[src/rtl/fpe_pkg.sv]
package fpe_pkg;

    localparam int NCTRL  = 4;
    localparam int B_ERS  = 0;
    localparam int B_PGM  = 1;
    localparam int B_EHV  = 2;
    localparam int B_SUS  = 3;
    localparam int B_DONE = 8;
    localparam int B_PASS = 9;

    typedef enum logic [2:0] {
        ST_IDLE,
        ST_RUN,
        ST_SUS_ENTER,
        ST_SUSPENDED,
        ST_RESUME,
        ST_FINISHED
    } seq_state_t;

    typedef struct packed {
        logic start;
        logic abort;
        logic finish;
        logic suspend;
        logic resume;
    } seq_evt_t;

endpackage

[src/rtl/fpe_wr_arb.sv]
module fpe_wr_arb
    import fpe_pkg::*;
(
    input  logic             wr_en,
    input  logic [NCTRL-1:0] wr_bits,
    input  logic [NCTRL-1:0] cur,
    input  seq_state_t       st,
    input  logic             inspect_en,
    output logic [NCTRL-1:0] nxt,
    output seq_evt_t         evt
);

    logic [NCTRL-1:0] diff;
    logic [NCTRL-1:0] grant;
    logic [NCTRL:0]   seen;

    assign diff    = wr_en ? (wr_bits ^ cur) : '0;
    assign seen[0] = 1'b0;

    // keep only the lowest-indexed (highest priority) requested change
    for (genvar gi = 0; gi < NCTRL; gi++) begin : g_prio
        assign grant[gi]  = diff[gi] & ~seen[gi];
        assign seen[gi+1] = seen[gi] | diff[gi];
    end

    logic want_set;
    logic start_ok;
    logic sel_ok;
    logic accept;

    assign want_set = |(grant & wr_bits);
    assign start_ok = (st == ST_IDLE) && !cur[B_SUS] && !inspect_en &&
                      (cur[B_ERS] || cur[B_PGM]);

    always_comb begin
        evt    = '0;
        sel_ok = !cur[B_EHV] && (st == ST_IDLE);
        accept = 1'b0;
        if (grant[B_ERS] || grant[B_PGM]) begin
            accept = sel_ok;
        end else if (grant[B_EHV]) begin
            if (want_set) begin
                evt.start = start_ok;
                accept    = start_ok || (st == ST_SUSPENDED);
            end else begin
                evt.abort  = (st == ST_RUN);
                evt.finish = (st == ST_FINISHED);
                accept     = evt.abort || evt.finish || (st == ST_SUSPENDED);
            end
        end else if (grant[B_SUS]) begin
            if (want_set) begin
                evt.suspend = (st == ST_RUN);
            end else begin
                evt.resume = (st == ST_SUSPENDED) && cur[B_EHV];
            end
            accept = evt.suspend || evt.resume;
        end
        nxt = accept ? (cur ^ grant) : cur;
    end

endmodule

[src/rtl/fpe_hv_seq.sv]
module fpe_hv_seq
    import fpe_pkg::*;
#(
    parameter int OP_CYCLES  = 12,
    parameter int SUSP_DLY   = 3,
    parameter int RESUME_DLY = 2
) (
    input  logic       clk,
    input  logic       rst_n,
    input  seq_evt_t   evt,
    output seq_state_t st,
    output logic       done,
    output logic       pass
);

    localparam int MAX_DLY = (SUSP_DLY > RESUME_DLY) ? SUSP_DLY : RESUME_DLY;
    localparam int CNT_W   = $clog2(OP_CYCLES + 1);
    localparam int DLY_W   = $clog2(MAX_DLY + 1);

    seq_state_t       st_nxt;
    logic [CNT_W-1:0] op_cnt;
    logic [DLY_W-1:0] dly_cnt;

    // state register
    always_ff @(posedge clk or negedge rst_n) begin
        if (!rst_n) st <= ST_IDLE;
        else        st <= st_nxt;
    end

    // next state
    always_comb begin
        st_nxt = st;
        unique case (st)
            ST_IDLE:      if (evt.start) st_nxt = ST_RUN;
            ST_RUN: begin
                if (evt.abort)          st_nxt = ST_IDLE;
                else if (evt.suspend)   st_nxt = ST_SUS_ENTER;
                else if (op_cnt == CNT_W'(1)) st_nxt = ST_FINISHED;
            end
            ST_SUS_ENTER: if (dly_cnt == DLY_W'(1)) st_nxt = ST_SUSPENDED;
            ST_SUSPENDED: if (evt.resume) st_nxt = ST_RESUME;
            ST_RESUME:    if (dly_cnt == DLY_W'(1)) st_nxt = ST_RUN;
            ST_FINISHED:  if (evt.finish) st_nxt = ST_IDLE;
            default:      st_nxt = ST_IDLE;
        endcase
    end

    // outputs and counters
    always_ff @(posedge clk or negedge rst_n) begin
        if (!rst_n) begin
            done    <= 1'b1;
            pass    <= 1'b0;
            op_cnt  <= '0;
            dly_cnt <= '0;
        end else begin
            done <= (st_nxt != ST_RUN) && (st_nxt != ST_SUS_ENTER);
            if (evt.start || evt.abort)
                pass <= 1'b0;
            else if (st == ST_RUN && st_nxt == ST_FINISHED)
                pass <= 1'b1;

            if (evt.start)
                op_cnt <= CNT_W'(OP_CYCLES);
            else if (st == ST_RUN && st_nxt == ST_RUN)
                op_cnt <= op_cnt - CNT_W'(1);

            if (evt.suspend)
                dly_cnt <= DLY_W'(SUSP_DLY);
            else if (evt.resume)
                dly_cnt <= DLY_W'(RESUME_DLY);
            else if ((st == ST_SUS_ENTER || st == ST_RESUME) && dly_cnt != '0)
                dly_cnt <= dly_cnt - DLY_W'(1);
        end
    end

endmodule

[src/rtl/fpe_ctrl_reg.sv]
module fpe_ctrl_reg
    import fpe_pkg::*;
#(
    parameter int OP_CYCLES  = 12,
    parameter int SUSP_DLY   = 3,
    parameter int RESUME_DLY = 2
) (
    input  logic        clk,
    input  logic        rst_n,
    input  logic        wr_en,
    input  logic [31:0] wr_data,
    input  logic        inspect_en,
    output logic [31:0] rd_data
);

    logic [NCTRL-1:0] ctrl_q;
    logic [NCTRL-1:0] ctrl_nxt;
    seq_evt_t         evt;
    seq_state_t       st;
    logic             done;
    logic             pass;
    logic             unused_hi;

    assign unused_hi = ^wr_data[31:NCTRL];

    fpe_wr_arb u_arb (
        .wr_en      (wr_en),
        .wr_bits    (wr_data[NCTRL-1:0]),
        .cur        (ctrl_q),
        .st         (st),
        .inspect_en (inspect_en),
        .nxt        (ctrl_nxt),
        .evt        (evt)
    );

    fpe_hv_seq #(
        .OP_CYCLES  (OP_CYCLES),
        .SUSP_DLY   (SUSP_DLY),
        .RESUME_DLY (RESUME_DLY)
    ) u_seq (
        .clk   (clk),
        .rst_n (rst_n),
        .evt   (evt),
        .st    (st),
        .done  (done),
        .pass  (pass)
    );

    always_ff @(posedge clk or negedge rst_n) begin
        if (!rst_n) ctrl_q <= '0;
        else        ctrl_q <= ctrl_nxt;
    end

    always_comb begin
        rd_data                = '0;
        rd_data[NCTRL-1:0]     = ctrl_q;
        rd_data[B_DONE]        = done;
        rd_data[B_PASS]        = pass;
    end

endmodule

[config.mk]
export PLATFORM = sky130hd
export DESIGN_NAME = fpe_ctrl_reg
export DESIGN_NICKNAME = d
export VERILOG_FILES = /design/src/rtl/fpe_pkg.sv /design/src/rtl/fpe_wr_arb.sv /design/src/rtl/fpe_hv_seq.sv /design/src/rtl/fpe_ctrl_reg.sv
export SDC_FILE = /design/constraint.sdc
export NUM_CORES = 1
export LEC_CHECK = 0
export BUFFER_PORTS_ARGS = -buffer_cell sky130_fd_sc_hd__buf_2
export CAP_MARGIN = 20
export CORE_MARGIN = 2
export CORE_UTILIZATION = 45
export CTS_CLUSTER_DIAMETER = 60
export DETAILED_ROUTE_END_ITERATION = 8
export GPL_TIMING_DRIVEN = 0
export HOLD_SLACK_MARGIN = 0.08
export PLACE_DENSITY_LB_ADDON = 0.15
export SLEW_MARGIN = 0
export SYNTH_ARGS = -nofsm -noshare
export SYNTH_HDL_FRONTEND = slang
export SYNTH_SLANG_ARGS = --single-unit
export TNS_END_PERCENT = 30
[constraint.sdc]
create_clock -name clk -period 2.6 [get_ports clk]
set_input_delay 0.39 -clock clk [delete_from_list [all_inputs] [get_ports clk]]
set_output_delay 0.39 -clock clk [all_outputs]
set_load 0.1 [all_outputs]
==> results.cfg <==
[sta]
hold_viol = 0
hold_ws_ns = 0.3676
rsz0062_at_grt = no
fin_worst_skew_ns = 0.005577
final_max_slew_viol_count = 0
period_needed_ns = 2.194
fmax_mhz = 455.8
tns_ns = 0
setup_viol = 0
period_share_pct = 84.39
worst_pin_slew_ns = 0.6822
slew_headroom_pct = 54.17

[synthesis]
syn_avg_cell_area_um2 = 8.851
netlist_instances = 148
yosysUniqueCellTypes = 45
synth_warnings = 0
ys_ff_latch = 15
synthArstFlopShare_pct = 100.0
synth_seq_area_share_pct = 28.75
synth_ff_type = dfrtp_1
synth_area_um2 = 1310
synth_edf_count = 0

[power_and_ir_drop]
powerDensity_nw_per_um2 = 479.2
p_leak_nw = 0.7837
ir_drop_mv = 0.3993
p_total_mw = 0.7423

[placement]
dpl.hpwl_mm = 2.178
port_buffers = 13
gp_congestion = 0.9213
dpl.cell_count = 217

[critical_path]
cp.arrival_ns = 2.38
cp_cell_sequence = xnor2_1 > nand3_1 > nor3_1 > a21oi_4 > o211ai_2 > mux2_4
critPathMaxFanout = 7
crit_path_end_kind = flop
critPathSlowestCell = nor3_1
required_ns = 2.78
worst_setup_path_start_kind = flop
cp_top_family = simple AND/OR/NAND/NOR gates
path_class = reg -> reg
max_stage_delay_ns = 0.63
path_buf_inv = 0
r2r_slack_ns = 0.41

[detailed_routing]
drt_pass1_iterations = 4
wl_per_cell_um = 12.06
ant_nets = 0
wl_mm = 2.678
num_vias = 1108
met2WireLength_mm = 1.347
viasPerCell = 4.991
remaining_drc_errors = 0
met1_length_mm = 1.147
wl_met3_um = 153
highest_layer = met4
drtIter0Drc = 24

[clocking]
cts_sinks = 15
path_clk_slew_ns = 0.10
cts_tree = built
cts_buffers = 3
clk_latency_ns = 0.29
cts.root.buffer_cell = clkbuf_4
cts_max_level = 1
cts_buffer_depth = 2
cts_resized = 0
post_cts_buffers = 0

[run_status]
outcome = completed

[global_routing]
grt_pass1_vias = 999
grt_max_degree = 16
grt_overflow_total = 0
antenna_found_initial = 0
track_usage_pct = 17.33
grt_pass1_wl_mm = 4.450

[floorplan]
rows = 19
die_h_um = 57.96
start_util_pct = 47.50
core_um2 = 2758
dieArea_um2 = 3359
io_pins = 68
die_w_um = 57.96

[worst_hold_path]
min_path_type = in -> reg

[cells_and_area]
syn2layout_area_growth_pct = 18.24
fillers = 261
final_cells = 222
antennaDiodeCount = 0
final_nets = 232
drive_gt1_share_pct = 31.41

[flow_run]
cap_viol_max_count = 0
[worst paths after layout]
path,from,end,cells past startpoint
worst max-delay path,flop,flop,6
worst min-delay path,wr_data[1],ctrl_q[1]$_DFFE_PN0P_,2
worst max register to register,flop,flop,6
worst min register to register,u_seq.op_cnt[3]$_DFFE_PN0P_,u_seq.op_cnt[3]$_DFFE_PN0P_,1
max in group asynchronous,rst_n,u_seq.done$_DFF_PN1_,2
min in group asynchronous,rst_n,u_seq.op_cnt[3]$_DFFE_PN0P_,2
[repair_timing]
action,CTS,global route
hold buffers,1,0
endpoints found under the setup margin,0,0
hold endpoints to repair,14,0
[cell families after synthesis]
| kind of cell | share of synthesized area, % |
|---|---|
| adder cells (fa/ha/maj) | 4.680 |
| XOR/XNOR | 2.675 |
| buffers and inverters | 19.20 |
| other | 0.2863 |
| multiplexers | 5.062 |
| AO/OA/AOI/OAI | 19.77 |
| AND/OR/NAND/NOR | 19.58 |
| flip-flops | 28.75 |
[cells in the mapped netlist (2+ instances only)]
master,instances,area (um2)
a21oi_1,6,30.03
and3_1,2,12.51
buf_4,29,217.7
dfrtp_1,14,350.3
ha_1,4,50.05
inv_1,9,33.78
mux2i_1,4,40.04
nand2_1,8,30.03
nand2b_1,6,37.54
nand3_1,7,35.03
nor2_1,5,18.77
nor2b_1,4,25.02
nor3_1,4,20.02
o211a_1,2,20.02
o211ai_1,3,22.52
o211ai_2,2,25.02
o21a_1,2,15.01
o21ai_0,7,35.03
or3_1,2,12.51
xnor2_1,3,26.28
[routing by layer]
layer / vias to the layer above / track usage (%)
met2: 37 / 28.41
met1: 511 / 22.63
met4: 0 / 7.973
li1: 556 / -
met3: 4 / 2.455
met5: - / 0
[sequential cells by signal, indices dropped and copies added, names as in the netlist, named ones only]
name,flops
u_seq.done,1
u_seq.dly_cnt,2
u_seq.pass,1
u_seq.st,3
u_seq.op_cnt,4
ctrl_q,3
[cell usage in the layout (no fill, tap or decap), types with 3 or more instances in the layout]
cell,netlist,layout
buf_4,29,29
ha_1,4,4
nor2b_1,4,4
nand2b_1,6,6
a21oi_1,6,6
xnor2_1,3,3
clkbuf_4,0,3
o211ai_1,3,3
nand2_1,8,8
inv_1,9,9
o21ai_0,7,7
nor2_1,5,5
nand3_1,7,7
dfrtp_1,14,13
mux2i_1,4,4
buf_2,0,13
nor3_1,4,4
conb_1,1,26
[layout make-up]
cell class	count	area, um2	area share (%)
timing repair buffer	14	75.07	4.847
clock inverter	1	7.507	0.4847
multi-input combinational	120	775.7	50.08
clock buffer	3	22.52	1.454
buffer	29	217.7	14.05
sequential	15	377.9	24.39
tap	31	38.79	2.504
inverter	9	33.78	2.181
[through the flow]
stage	instance area (um2)	worst slack (ns)	utilization, %
global route	1549	0.2846	56.17
global placement	1509	0.4011	54.72
finish	1549	0.4059	56.17
detailed placement	1509	0.4027	54.72
CTS	1549	0.4421	56.17
floorplan	1405	0.09288	-
[power by group]
part	internal, mW	switching [mW]	leakage [nW]	total (mW)
clock network	0.0585	0.0855	0.0139	0.144
registers	0.242	0.0144	0.177	0.256
logic	0.0648	0.277	0.592	0.342
Power figures use the tool's default switching activity.
